==> src/rtl/psb_pkg.sv <==
package psb_pkg;

  // Index of the lowest set bit of a vector of up to 64 bits (0 when empty).
  function automatic int lowest_set(input logic [63:0] v);
    int r;
    r = 0;
    for (int i = 63; i >= 0; i--) begin
      if (v[i]) r = i;
    end
    return r;
  endfunction

endpackage

==> src/rtl/psb_tag_cam.sv <==
module psb_tag_cam #(
  parameter int N      = 8,
  parameter int ADDR_W = 27,
  localparam int IW    = $clog2(N)
) (
  input  logic              clk,
  input  logic              rst,
  input  logic [ADDR_W-1:0] cmp_a,
  input  logic [ADDR_W-1:0] cmp_b,
  output logic [N-1:0]      hit_a,
  output logic [N-1:0]      hit_b,
  output logic [N-1:0]      valid_o,
  input  logic              set_en,
  input  logic [IW-1:0]     set_idx,
  input  logic [ADDR_W-1:0] set_tag,
  input  logic [N-1:0]      clr_vec
);

  logic [ADDR_W-1:0] tag_q [N];
  logic [N-1:0]      vld_q;
  logic [N-1:0]      set_vec;

  assign set_vec = set_en ? (N'(1) << set_idx) : '0;
  assign valid_o = vld_q;

  // Parallel compare of both addresses against every entry.
  for (genvar g = 0; g < N; g++) begin : g_cmp
    assign hit_a[g] = vld_q[g] && (tag_q[g] == cmp_a);
    assign hit_b[g] = vld_q[g] && (tag_q[g] == cmp_b);

    always_ff @(posedge clk) begin
      if (set_vec[g]) tag_q[g] <= set_tag;
    end
  end

  // A released slot may be refilled in the same cycle: set wins over clear.
  always_ff @(posedge clk) begin
    if (rst) vld_q <= '0;
    else     vld_q <= (vld_q & ~clr_vec) | set_vec;
  end

  // no address is ever held twice.
  a_r2_unique_a: assert property (@(posedge clk) disable iff (rst) $onehot0(hit_a));
  a_r2_unique_b: assert property (@(posedge clk) disable iff (rst) $onehot0(hit_b));

endmodule

==> src/rtl/psb_lru_age.sv <==
module psb_lru_age #(
  parameter int N   = 8,
  localparam int IW = $clog2(N)
) (
  input  logic          clk,
  input  logic          rst,
  input  logic          touch_en,
  input  logic [IW-1:0] touch_idx,
  output logic [IW-1:0] lru_idx
);

  // Ages form a permutation of 0..N-1; 0 is most recent, N-1 oldest.
  logic [IW-1:0] age_q [N];
  logic [IW-1:0] ref_age;
  logic [N-1:0]  oldest;

  assign ref_age = age_q[touch_idx];

  for (genvar g = 0; g < N; g++) begin : g_age
    assign oldest[g] = (age_q[g] == IW'(N - 1));

    always_ff @(posedge clk) begin
      if (rst) begin
        age_q[g] <= IW'(g);
      end else if (touch_en) begin
        if (touch_idx == IW'(g))    age_q[g] <= '0;
        else if (age_q[g] < ref_age) age_q[g] <= age_q[g] + 1'b1;
      end
    end
  end

  assign lru_idx = IW'(psb_pkg::lowest_set(64'(oldest)));

  // exactly one entry is the replacement candidate.
  a_r6_single_oldest: assert property (@(posedge clk) disable iff (rst)
    $countones(oldest) == 1);

endmodule

==> src/rtl/psb_data_store.sv <==
module psb_data_store #(
  parameter int N      = 8,
  parameter int DATA_W = 64,
  localparam int IW    = $clog2(N)
) (
  input  logic              clk,
  input  logic              we,
  input  logic [IW-1:0]     widx,
  input  logic [DATA_W-1:0] wdata,
  input  logic              re,
  input  logic [IW-1:0]     ridx,
  output logic [DATA_W-1:0] rq
);

  logic [DATA_W-1:0] mem [N];

  // One write port and one registered read port, read-first on collision.
  always_ff @(posedge clk) begin
    if (we) mem[widx] <= wdata;
    if (re) rq <= mem[ridx];
  end

endmodule

==> src/rtl/psb_stream_buffer.sv <==
module psb_stream_buffer #(
  parameter int N_ENTRIES = 8,
  parameter int ADDR_W    = 27,
  parameter int DATA_W    = 64
) (
  input  logic              clk,
  input  logic              rst,
  input  logic              fill_valid,
  input  logic [ADDR_W-1:0] fill_addr,
  input  logic [DATA_W-1:0] fill_data,
  input  logic              lk_valid,
  input  logic [ADDR_W-1:0] lk_addr,
  output logic              resp_valid,
  output logic              resp_hit,
  output logic [DATA_W-1:0] resp_data,
  output logic              dmd_cancel,
  output logic              xfer_valid,
  output logic [ADDR_W-1:0] xfer_addr,
  output logic [DATA_W-1:0] xfer_data
);

  localparam int IW = $clog2(N_ENTRIES);

  logic [N_ENTRIES-1:0] lk_match, fl_match, valid, clr_vec, free_vec;
  logic                 same_blk, lk_found, any_hit, fill_go;
  logic [IW-1:0]        lk_idx, slot_idx, lru_idx;

  logic                 rv_q, hit_q, byp_q;
  logic [DATA_W-1:0]    byp_data_q, rd_q;
  logic [ADDR_W-1:0]    xaddr_q;

  psb_tag_cam #(.N(N_ENTRIES), .ADDR_W(ADDR_W)) u_cam (
    .clk(clk), .rst(rst),
    .cmp_a(lk_addr), .cmp_b(fill_addr),
    .hit_a(lk_match), .hit_b(fl_match), .valid_o(valid),
    .set_en(fill_go), .set_idx(slot_idx), .set_tag(fill_addr),
    .clr_vec(clr_vec)
  );

  psb_lru_age #(.N(N_ENTRIES)) u_age (
    .clk(clk), .rst(rst),
    .touch_en(fill_go), .touch_idx(slot_idx), .lru_idx(lru_idx)
  );

  psb_data_store #(.N(N_ENTRIES), .DATA_W(DATA_W)) u_mem (
    .clk(clk),
    .we(fill_go), .widx(slot_idx), .wdata(fill_data),
    .re(lk_found), .ridx(lk_idx), .rq(rd_q)
  );

  // Lookup side: a hit in the array or on the fill arriving this cycle.
  assign same_blk = lk_valid && fill_valid && (lk_addr == fill_addr);
  assign lk_found = lk_valid && (|lk_match);
  assign any_hit  = lk_found || same_blk;
  assign lk_idx   = IW'(psb_pkg::lowest_set(64'(lk_match)));
  assign clr_vec  = lk_valid ? lk_match : '0;

  // Fill side: a block handed straight to the cache is not stored.
  assign fill_go  = fill_valid && !same_blk;
  assign free_vec = ~valid | clr_vec;

  always_comb begin
    if (|fl_match)      slot_idx = IW'(psb_pkg::lowest_set(64'(fl_match)));
    else if (|free_vec) slot_idx = IW'(psb_pkg::lowest_set(64'(free_vec)));
    else                slot_idx = lru_idx;
  end

  always_ff @(posedge clk) begin
    if (rst) begin
      rv_q       <= 1'b0;
      hit_q      <= 1'b0;
      byp_q      <= 1'b0;
      byp_data_q <= '0;
      xaddr_q    <= '0;
    end else begin
      rv_q       <= lk_valid;
      hit_q      <= any_hit;
      byp_q      <= same_blk;
      byp_data_q <= fill_data;
      xaddr_q    <= any_hit ? lk_addr : '0;
    end
  end

  assign resp_valid = rv_q;
  assign resp_hit   = hit_q;
  assign resp_data  = hit_q ? (byp_q ? byp_data_q : rd_q) : '0;
  assign dmd_cancel = hit_q;
  assign xfer_valid = hit_q;
  assign xfer_addr  = xaddr_q;
  assign xfer_data  = resp_data;

  // one answer per lookup, one cycle later.
  a_r3_answer_due: assert property (@(posedge clk) disable iff (rst)
    lk_valid |=> resp_valid);
  a_r3_no_spurious: assert property (@(posedge clk) disable iff (rst)
    !lk_valid |=> !resp_valid);
  // the offered block carries the looked-up address.
  a_r4_xfer_addr: assert property (@(posedge clk) disable iff (rst)
    any_hit |=> (xfer_valid && xfer_addr == $past(lk_addr)));
  // same-cycle fill is seen by the lookup.
  a_r8_bypass: assert property (@(posedge clk) disable iff (rst)
    (lk_valid && fill_valid && lk_addr == fill_addr) |=>
      (resp_hit && resp_data == $past(fill_data)));

endmodule

==> config.mk <==
export PLATFORM = sky130hd
export DESIGN_NAME = psb_stream_buffer
export DESIGN_NICKNAME = d
export VERILOG_FILES = /design/src/rtl/psb_pkg.sv /design/src/rtl/psb_tag_cam.sv /design/src/rtl/psb_lru_age.sv /design/src/rtl/psb_data_store.sv /design/src/rtl/psb_stream_buffer.sv
export SDC_FILE = /design/constraint.sdc
export NUM_CORES = 1
export LEC_CHECK = 0
export BUFFER_PORTS_ARGS = -buffer_cell sky130_fd_sc_hd__buf_2
export CAP_MARGIN = 0
export CORE_ASPECT_RATIO = 0.75
export CORE_MARGIN = 2
export CORE_UTILIZATION = 50
export CTS_CLUSTER_DIAMETER = 80
export CTS_CLUSTER_SIZE = 20
export DETAILED_ROUTE_END_ITERATION = 10
export GPL_ROUTABILITY_DRIVEN = 0
export PLACE_DENSITY = 0.65
export SYNTH_ARGS = -nofsm -noshare
export SYNTH_HDL_FRONTEND = slang
export SYNTH_SLANG_ARGS = --single-unit
==> constraint.sdc <==
create_clock -name clk -period 12 [get_ports clk]
set_input_delay 2.4 -clock clk [delete_from_list [all_inputs] [get_ports clk]]
set_output_delay 2.4 -clock clk [all_outputs]
set_load 0.01 [all_outputs]
# Word level (Yosys, flattened, before mapping)
# Memory sizes are Yosys's and may differ from the RTL's. A register that Yosys moved wholly into a read port is not among the register bits.
# Cells that the tools add are included.
[word_totals]
register_bits = 102
latchBits = 0
ram_bits = 752
rom_bits = 0
inputBits = 122
output_inout_bits = 159
wordCells = 253
n_memories = 3
[mem_list]
columns = ["memory", "words", "word_bits", "read_ports", "rd_ports_with_merged_regs", "wr", "line", "text"]
rows = [
  ["u_mem.mem", 8, 64, 1, 1, 1, "psb_data_store.sv:15", "logic [DATA_W-1:0] mem [N];"],
  ["u_cam.tag_q", 8, 27, 8, 0, 8, "psb_tag_cam.sv:19", "logic [ADDR_W-1:0] tag_q [N];"],
  ["u_age.age_q", 8, 3, 9, 0, 8, "psb_lru_age.sv:13", "logic [IW-1:0] age_q [N];"],
]
[op_classes]
add_sub_neg = 8
mul = 0
div_mod_pow = 0
order_cmp = 8
n_eq_ne = 32
shift = 1
mux = 146
n_bitwise = 22
n_reduce_logical = 27
[op_table]
columns = ["op", "count"]
rows = [
  ["$eq A27 B27 Y1", 17],
  ["$mux W3", 50],
  ["$mux W64", 2],
  ["$mux W1", 92],
  ["$eq A3 B3 Y1 const B", 12],
  ["$add A3 B1 Y3 const B", 8],
  ["$lt A3 B3 Y1", 8],
  ["$reduce_or A8 Y1", 3],
  ["$logic_and A1 B1 Y1", 20],
  ["$mux W8", 2],
  ["$not A8 Y8", 2],
  ["$or A1 B1 Y1", 16],
  ["$or A8 B8 Y8", 2],
  ["$and A8 B8 Y8", 1],
  ["$shl A1 B3 Y8 const A", 1],
  ["$eq A3 B2 Y1 const B", 2],
  ["$eq A3 B1 Y1 const B", 1],
  ["$logic_not A3 Y1", 1],
  ["$reduce_or A2 Y1", 1],
  ["$logic_not A1 Y1", 1],
  ["$logic_or A1 B1 Y1", 1],
  ["$not A1 Y1", 1],
]

# Depth between registers and ports, before layout
# Gate-level depths: netlist of run 1.
# An unclocked memory read counts as a cell.
[logic_depth]
ltp_word = 23
ltp_mapped = 18
mapped_depth_nobuf = 18

# Hierarchy
# Synthesis of run 1 repeated with hierarchy kept, for this count alone.
[unflattened]
hier_cells = 2434
area_unflattened_um2 = 40457.6
[modules_own_cells]
columns = ["module", "n_inst", "cells_per_inst", "area_per_inst_um2", "seq_area_each_um2"]
rows = [
  ["psb_data_store", 1, 816, 21187.8, 17296.6],
  ["psb_tag_cam", 1, 890, 12220.5, 6646.4],
  ["psb_stream_buffer", 1, 516, 4829.6, 1881.8],
  ["psb_lru_age", 1, 212, 2219.6, 720.7],
]

# Worst setup path after synthesis of run 1
# Ideal clock, no wire load.
[synth_path]
path_kind = "input-to-reg"
from = "input port lk_addr[21]"
to = "memory u_mem.mem[7][0], enable pin"
setup_time_ps = 565
t_arrival_ps = 9138
t_required_ps = 11435
path_slack_ps = 2297
cell_stages = 10
path_buffers = 1
path_cell_list = "buf_6 xnor2_1 nand4_1 or4_4 o41a_1 nor2b_4 a211o_1 a211oi_4 nand2_1 nor3_1"
[synth_between]
elab_chain_cells = 14
elab_cells_between_ends = 35
classes_between = "9 x eq/ne; 13 x mux; 1 x bitwise; 12 x reduce/logical"
[synth_lines]
columns = ["element", "line", "text"]
rows = [
  ["from (decl)", "psb_stream_buffer.sv:12", "input logic [ADDR_W-1:0] lk_addr,"],
  ["$eq A27 B27 Y1", "psb_tag_cam.sv:28", "assign hit_a[g] = vld_q[g] && (tag_q[g] == cmp_a);"],
  ["$logic_and A1 B1 Y1", "psb_tag_cam.sv:28", ""],
  ["$mux W8", "psb_stream_buffer.sv:56", "assign clr_vec = lk_valid ? lk_match : '0;"],
  ["$or A8 B8 Y8", "psb_stream_buffer.sv:60", "assign free_vec = ~valid | clr_vec;"],
  ["$mux W3 (8 in a row)", "psb_pkg.sv:8", "if (v[i]) r = i;"],
  ["$mux W3", "psb_stream_buffer.sv:64", "else if (|free_vec) slot_idx = IW'(psb_pkg::lowest_set(64'(free_vec)));"],
  ["$mux W3", "psb_stream_buffer.sv:63", "if (|fl_match) slot_idx = IW'(psb_pkg::lowest_set(64'(fl_match)));"],
  ["to (decl)", "psb_data_store.sv:15", ""],
]
# Parallel ways exist; a longest one is shown, timed or not.

==> metrics.md, run 1 <==
| Metric | Value |
|---|---|
| Status | `finished clean` |
| Post-synthesis cell type count | `76` |
| Layer with the highest usage | `met1` |
| Iteration count of the initial detailed-routing pass | `6` |
| Ys flop type | `edfxtp_1` |
| EDFF count, synth | `816` |
| Max Cap Viol | `0` |
| Adder-Cell Fraction of Synth Area | `0.946%` |
| Async S/R FF share, synth | `0%` |
| # IOs | `281` |
| Slew headroom | `12.6%` |
| CTS tree | `yes` |
| Layout Skew | `52.3 ps` |
| Worst Setup EP | `u_age.age_q[6][1]$_DFFE_PP_` |
| First-pass GRT wire length | `158000 um` |
| Post-synth design cell area | `40900 um^2` |
| Flip-flop and latch count after synthesis | `918` |
| Htree depth | `2` |
| # hold bufs at CTS | `0` |
| CTS Buffer Depth | `3` |
| Most numerous cell in the Yosys netlist | `edfxtp_1` |
| Wire length per cell | `26.5 um` |
| Avg Inst Size Synth | `14.2 um^2` |
| Clk Latency, worst-skew pair | `660 ps` |
| Area contributors post-synth | `edfxtp_1, xnor2_1, dfxtp_1, mux2i_1, xor2_1` |
| Final setup violation count | `0` |
| R2R Path Start | `u_cam.tag_q[0][16]$_DFFE_PP_` |
| Sum Neg Setup Slack | `0 ps` |
| Number of remaining DRC errors | `0` |
| Row cnt | `90` |
| Number of global-route vias before repair | `23000` |
| HP Class | `reg2reg` |
| Core area | `80600 um^2` |
| Die X | `334 um` |
| RSZ-0062 raised after global routing | `false` |
| Final Max Slew Viols | `0` |
| CTS root buf | `clkbuf_16` |
| Die Ht | `252 um` |
| Worst R2R End | `u_age.age_q[6][1]$_DFFE_PP_` |
| Placed insts | `4017` |
| Seq/Total Area, Yosys | `65.0%` |
| Via-to-Cell Ratio | `5.89` |
| Final WS setup | `4220 ps` |
| Final hold vios | `0` |
| Global Route met1 Usage | `37.7%` |
| Met2 Use GR | `35.5%` |
| Mux contribution to synthesized area | `8.40%` |
| Synth Area in Compound Gates | `5.06%` |
| Largest fanout on the critical path | `10` |
| Lkg Pwr | `0.0146 uW` |
| FILL cells | `6487` |
| Final worst path period need | `7780 ps` |
| Initial antenna violation count | `11` |
| Biggest area consumer among synthesized cells | `edfxtp_1` |
| Share of synthesized cell area in and, or, nand and nor gates | `7.63%` |
| Cells after Synth | `2870` |
| Mapped Nets | `3016` |
| Share of the synthesized area in the top cell type | `60.0%` |
| Non-Filler Instances | `4119` |
| Num CTS Buffers | `52` |
| Critical Path Start Type | `primary input` |
| Fin crit share | `64.8%` |
| Layout cell share with drive strength beyond 1 | `18.0%` |
| Nets | `3159` |
| Main combinational cell family by area after synthesis | `XOR/XNOR gates` |
| CP Capture Type | `register` |
| PostCTS Resize Cnt | `0` |
| CTS sink cnt | `918` |
| I/O Buffers | `280` |
| Drt first-iter violations | `3057` |
| Die ar. | `84000 um^2` |
| Initial Util | `50.7%` |
| Setup Fix Bufs, Post-CTS | `0` |
| Worst-path clk slew | `100 ps` |
| Peak Freq | `129 MHz` |
| Total grt overflow | `0` |
| Final wirelength | `109000 um` |
| Yosys warning count | `0` |
| Remaining antenna violation count after routing | `0` |
| Max IR drop VDD | `0.0915 mV` |
| Worst-case reg-to-reg path depth | `16` |
| Crit path arrival time | `8090 ps` |
| Largest net degree at the start of global routing | `178` |
| Crit path required time | `12310 ps` |
| DP Wirelength | `69300 um` |
| Synth Area in XOR/XNOR | `9.68%` |
| Crit path from | `lk_addr[1]` |
| Critical path type | `in2reg` |
| Via count | `24200` |
| Setup WS pre-CTS | `3870 ps` |
| M3 GR Usage | `10.6%` |
| Worst-Margin Slew | `1300 ps` |
| GRT Total Usage | `25.5%` |
| Pwr per Cell Area | `132 nW/um^2` |
| Area Overhead vs Synth | `8.30%` |
| FF-to-FF setup slack | `5870 ps` |
| Min Hold Slack | `645 ps` |
| Most frequent cells after synthesis | `edfxtp_1, xnor2_1, mux2i_1, xor2_1, nor2b_1` |
[state kept, by name, summed over array words and instances (netlist names), 8 cells and up]
signal and count:
u_cam.tag_q 216, u_mem.rq 64, xfer_addr 27, u_cam.valid_o 8
u_age.age_q 24, byp_data_q 64, u_mem.mem 512
[stage by stage]
| stage | area [um^2] | util (%) | total power (uW) |
|---|---|---|---|
| 4_1_cts | 44200 | 54.9 | 5870 |
| 3_5_place_dp | 42700 | 53.0 | 4060 |
| 6_report | 44200 | 54.9 | 5850 |
| 3_3_place_gp | 42700 | 53.0 | 4040 |
| 5_1_grt | 44200 | 54.9 | 6020 |
| 2_1_floorplan | 40900 | - | 3890 |
[worst min path at each step]
stage / from / end / slack, ps / cells past startpoint
after CTS: u_age.age_q[0][0]$_SDFFCE_PN0P_ / u_age.age_q[0][0]$_SDFFCE_PN0P_ / 640 / 1
after detailed placement: u_age.age_q[0][0]$_SDFFCE_PN0P_ / u_age.age_q[0][0]$_SDFFCE_PN0P_ / 620 / 1
after floorplan: u_cam.valid_o[3]$_SDFF_PP0_ / u_cam.valid_o[3]$_SDFF_PP0_ / 500 / 2
after global routing: u_age.age_q[0][0]$_SDFFCE_PN0P_ / u_age.age_q[0][0]$_SDFFCE_PN0P_ / 660 / 1
after global placement: u_age.age_q[0][0]$_SDFFCE_PN0P_ / u_age.age_q[0][0]$_SDFFCE_PN0P_ / 610 / 1
final: u_age.age_q[0][0]$_SDFFCE_PN0P_ / u_age.age_q[0][0]$_SDFFCE_PN0P_ / 640 / 1
[cell usage in the layout, fill, tap and decap left out, drive strengths merged, types with 22 or more instances in the layout]
cell type  instances
edfxtp           816
buf              312
xnor2            280
mux2i            195
xor2             170
nor2b            157
o21ai            147
nand2            143
mux2             131
dfxtp            102
clkbuf            92
nand4             85
o211ai            67
nor4              58
nor2              50
inv               31
ha                24
a21oi             22
nor3              22
[kinds of logic after synthesis]
kind of cell             Yosys count
buffers and inverters            256
AO/OA/AOI/OAI                    316
flip-flops                       918
adder cells (fa/ha/maj)           32
multiplexers                     326
XOR/XNOR                         450
AND/OR/NAND/NOR                  572
[routing by layer]
metal | part of all wire, % | wire, um | vias up
met4 | 1.5 | 1690 | 10
met5 | 0.052 | 57 | -
met3 | 14 | 15100 | 154
met1 | 43 | 46800 | 12100
met2 | 42 | 45500 | 1281
li1 | - | - | 10700
[power breakdown]
group / leakage, uW / internal, uW / switching [uW]
sequential: 0.00824 / 3540 / 31.0
clock: 0.000715 / 830 / 1020
combinational: 0.00562 / 139 / 287
total: 0.0146 / 4510 / 1340
[worst max-delay path, cell delays in order]
cell	delay (ps)
buf_2	340
xor2_1	120
nor4_1	440
nand4_1	410
nor4_1	1190
buf_4	320
a211oi_1	120
o22ai_2	330
nor2_1	180
mux2_2	280
nor2_1	50
a211oi_1	250
a21oi_1	240
ha_1	300
a211oi_1	640
nor3_1	110
a31oi_1	360
[layout make-up]
cell class / instances / area, um^2 / share of cell area (%)
Timing Repair Buffer: 312 / 1670 / 3.77
Tap cell: 1058 / 1320 / 2.99
Clock inverter: 5 / 55.1 / 0.124
Multi-Input combinational cell: 1696 / 13100 / 29.5
Clock buffer: 92 / 1450 / 3.28
Antenna cell: 5 / 12.5 / 0.0283
Inverter: 33 / 129 / 0.291
Sequential cell: 918 / 26600 / 60.0
Power figures use the tool's default switching activity.
==> run 2, diff against run 1 <==
==> constraint.sdc (replaced) <==
create_clock -name clk -period 7.35 [get_ports clk]
set_input_delay 1.47 -clock clk [delete_from_list [all_inputs] [get_ports clk]]
set_output_delay 1.47 -clock clk [all_outputs]
set_load 0.01 [all_outputs]
==> metrics.md, run 2 (same netlist as run 1, synthesis figures left out) <==
| Metric | Value |
|---|---|
| Largest Register | `u_mem.mem` |
| Setup Fix Bufs, Post-CTS | `0` |
| I/O Buffers | `280` |
| Most used cell, CP | `nand4_1` |
| Most frequent cells in the layout | `edfxtp_1, buf_2, xnor2_1` |
| Final hold vios | `0` |
| Lkg Pwr | `0.0148 uW` |
| Min Hold Slack | `605 ps` |
| Row cnt | `90` |
| Via-to-Cell Ratio | `5.96` |
| Area after DPL | `43200 um^2` |
| Final Max Slew Viols | `0` |
| CTS tree | `yes` |
| Slew headroom | `25.6%` |
| Area Overhead vs Synth | `9.47%` |
| # IOs | `281` |
| Nets | `3190` |
| PostCTS Resize Cnt | `0` |
| Final setup violation count | `0` |
| Worst Setup EP | `u_age.age_q[1][2]$_SDFFCE_PN0P_` |
| Num CTS Buffers | `52` |
| Largest register FFs | `512` |
| Worst-case reg-to-reg path depth | `16` |
| Number of global-route vias before repair | `23900` |
| Layout Skew | `36.3 ps` |
| Critical path type | `in2reg` |
| DP Wirelength | `72000 um` |
| HP Class | `reg2reg` |
| Worst-path clk slew | `90 ps` |
| Largest fanout on the critical path | `12` |
| Peak Freq | `152 MHz` |
| Largest net degree at the start of global routing | `173` |
| CP peak stage delay | `870 ps` |
| Die ar. | `84000 um^2` |
| CP Capture Type | `register` |
| FILL cells | `6554` |
| Critical Path Start Type | `primary input` |
| Crit path required time | `7680 ps` |
| Most common cell after layout, fill and taps aside | `edfxtp_1` |
| Remaining antenna violation count after routing | `0` |
| Die X | `334 um` |
| Slowest-stage cell, CP | `a21oi_1` |
| Wire length per cell | `26.8 um` |
| FF-to-FF setup slack | `1490 ps` |
| Final worst path period need | `6590 ps` |
| Drt first-iter violations | `3102` |
| Die Ht | `252 um` |
| First-pass GRT wire length | `161000 um` |
| CTS root buf | `clkbuf_16` |
| # hold bufs at CTS | `0` |
| Iteration count of the initial detailed-routing pass | `9` |
| CP cell instances | `buf_2 -> buf_4 -> xnor2_1 -> nand4_1 -> nor4_1 -> nand4_1 -> nand4_1 -> o22ai_2 -> nor3_2 -> mux2i_1 -> a21oi_1 -> a21oi_1 -> ha_1 -> nor2_1 -> o21ai_0 -> nor2_1 -> nor3_1 -> o21ai_0` |
| Max Cap Viol | `0` |
| Max IR drop VDD | `0.190 mV` |
| Fin area | `44700 um^2` |
| Biggest regs | `u_mem.mem x512, u_cam.tag_q x216` |
| Final wirelength | `111000 um` |
| Fin crit share | `89.7%` |
| R2R Path Start | `u_cam.tag_q[0][58]$_DFFE_PP_` |
| Core area | `80600 um^2` |
| Status | `finished clean` |
| Htree depth | `2` |
| Register area | `26600 um^2` |
| Crit path arrival time | `6920 ps` |
| Sum Neg Setup Slack | `0 ps` |
| Total grt overflow | `0` |
| Pwr Total | `9600 uW` |
| Layout cell share with drive strength beyond 1 | `19.0%` |
| Initial Util | `50.7%` |
| Final Util | `55.5%` |
| Crit path from | `fill_addr[4]` |
| CTS sink cnt | `918` |
| Area of the multi-input gates | `13100 um^2` |
| CTS Buffer Depth | `3` |
| RSZ-0062 raised after global routing | `false` |
| Via count | `24700` |
| Clk Latency, worst-skew pair | `650 ps` |
| Initial antenna violation count | `10` |
| Pwr per Cell Area | `215 nW/um^2` |
| Worst-Margin Slew | `1120 ps` |
| Number of remaining DRC errors | `0` |
| Worst R2R End | `u_age.age_q[1][2]$_SDFFCE_PN0P_` |
| GRT Total Usage | `25.9%` |
-- run 2: stage by stage --
stage / cells / setup WS [ps]
2_1_floorplan: 2870 / 45.4
3_3_place_gp: 4048 / 660
3_5_place_dp: 4048 / 517
4_1_cts: 4145 / 1180
5_1_grt: 4145 / 493
6_report: 4149 / 758
-- run 2: where the power goes --
group / internal (uW) / total [uW] / switching (uW)
Clock: 1400 / 3050 / 1650
Sequential: 5780 / 5830 / 49.8
Combinational: 239 / 721 / 481
-- run 2: how the worst min path moves through the flow --
stage	to	slack [ps]	cells after the start	startpoint
CTS	u_cam.valid_o[3]$_SDFF_PP0_	580	2	u_cam.valid_o[3]$_SDFF_PP0_
finish	u_cam.valid_o[3]$_SDFF_PP0_	610	2	u_cam.valid_o[3]$_SDFF_PP0_
global placement	u_cam.valid_o[3]$_SDFF_PP0_	580	2	u_cam.valid_o[3]$_SDFF_PP0_
detailed placement	u_cam.valid_o[3]$_SDFF_PP0_	570	2	u_cam.valid_o[3]$_SDFF_PP0_
floorplan	u_cam.valid_o[3]$_SDFF_PP0_	500	2	u_cam.valid_o[3]$_SDFF_PP0_
global route	u_cam.valid_o[3]$_SDFF_PP0_	620	2	u_cam.valid_o[3]$_SDFF_PP0_
-- run 2: critical path, delay by kind of cell --
kind                       cells  cell delay [ps]
and+or+nand+nor                8             2160
AOI/OAI and AO/OA              5             1620
xor gates and xnor gates       1              690
buffers and inverters          2              350
muxes                          1              310
adders and majority gates      1              290
-- run 2: area by class of cell --
type                       count  share of cell area [%]
tap                         1058                    2.96
antenna                        4                  0.0224
clock buffer                  92                    3.36
clock inverter                 5                   0.101
timing repair buffer         343                    4.70
inverter                      33                   0.288
sequential                   918                    59.4
multi-input combinational   1696                    29.2
-- run 2: per-layer routing --
layer  wire length, um  global-route usage, %  share of wire (%)  up-vias
met3             14100                   10.2                 13      216
met1             48200                   37.6                 43    12400
met5               239                   1.32               0.21        -
met4              2640                   5.51                2.4       14
li1                  -                      -                  -    10800
met2             46000                   36.7                 41     1275
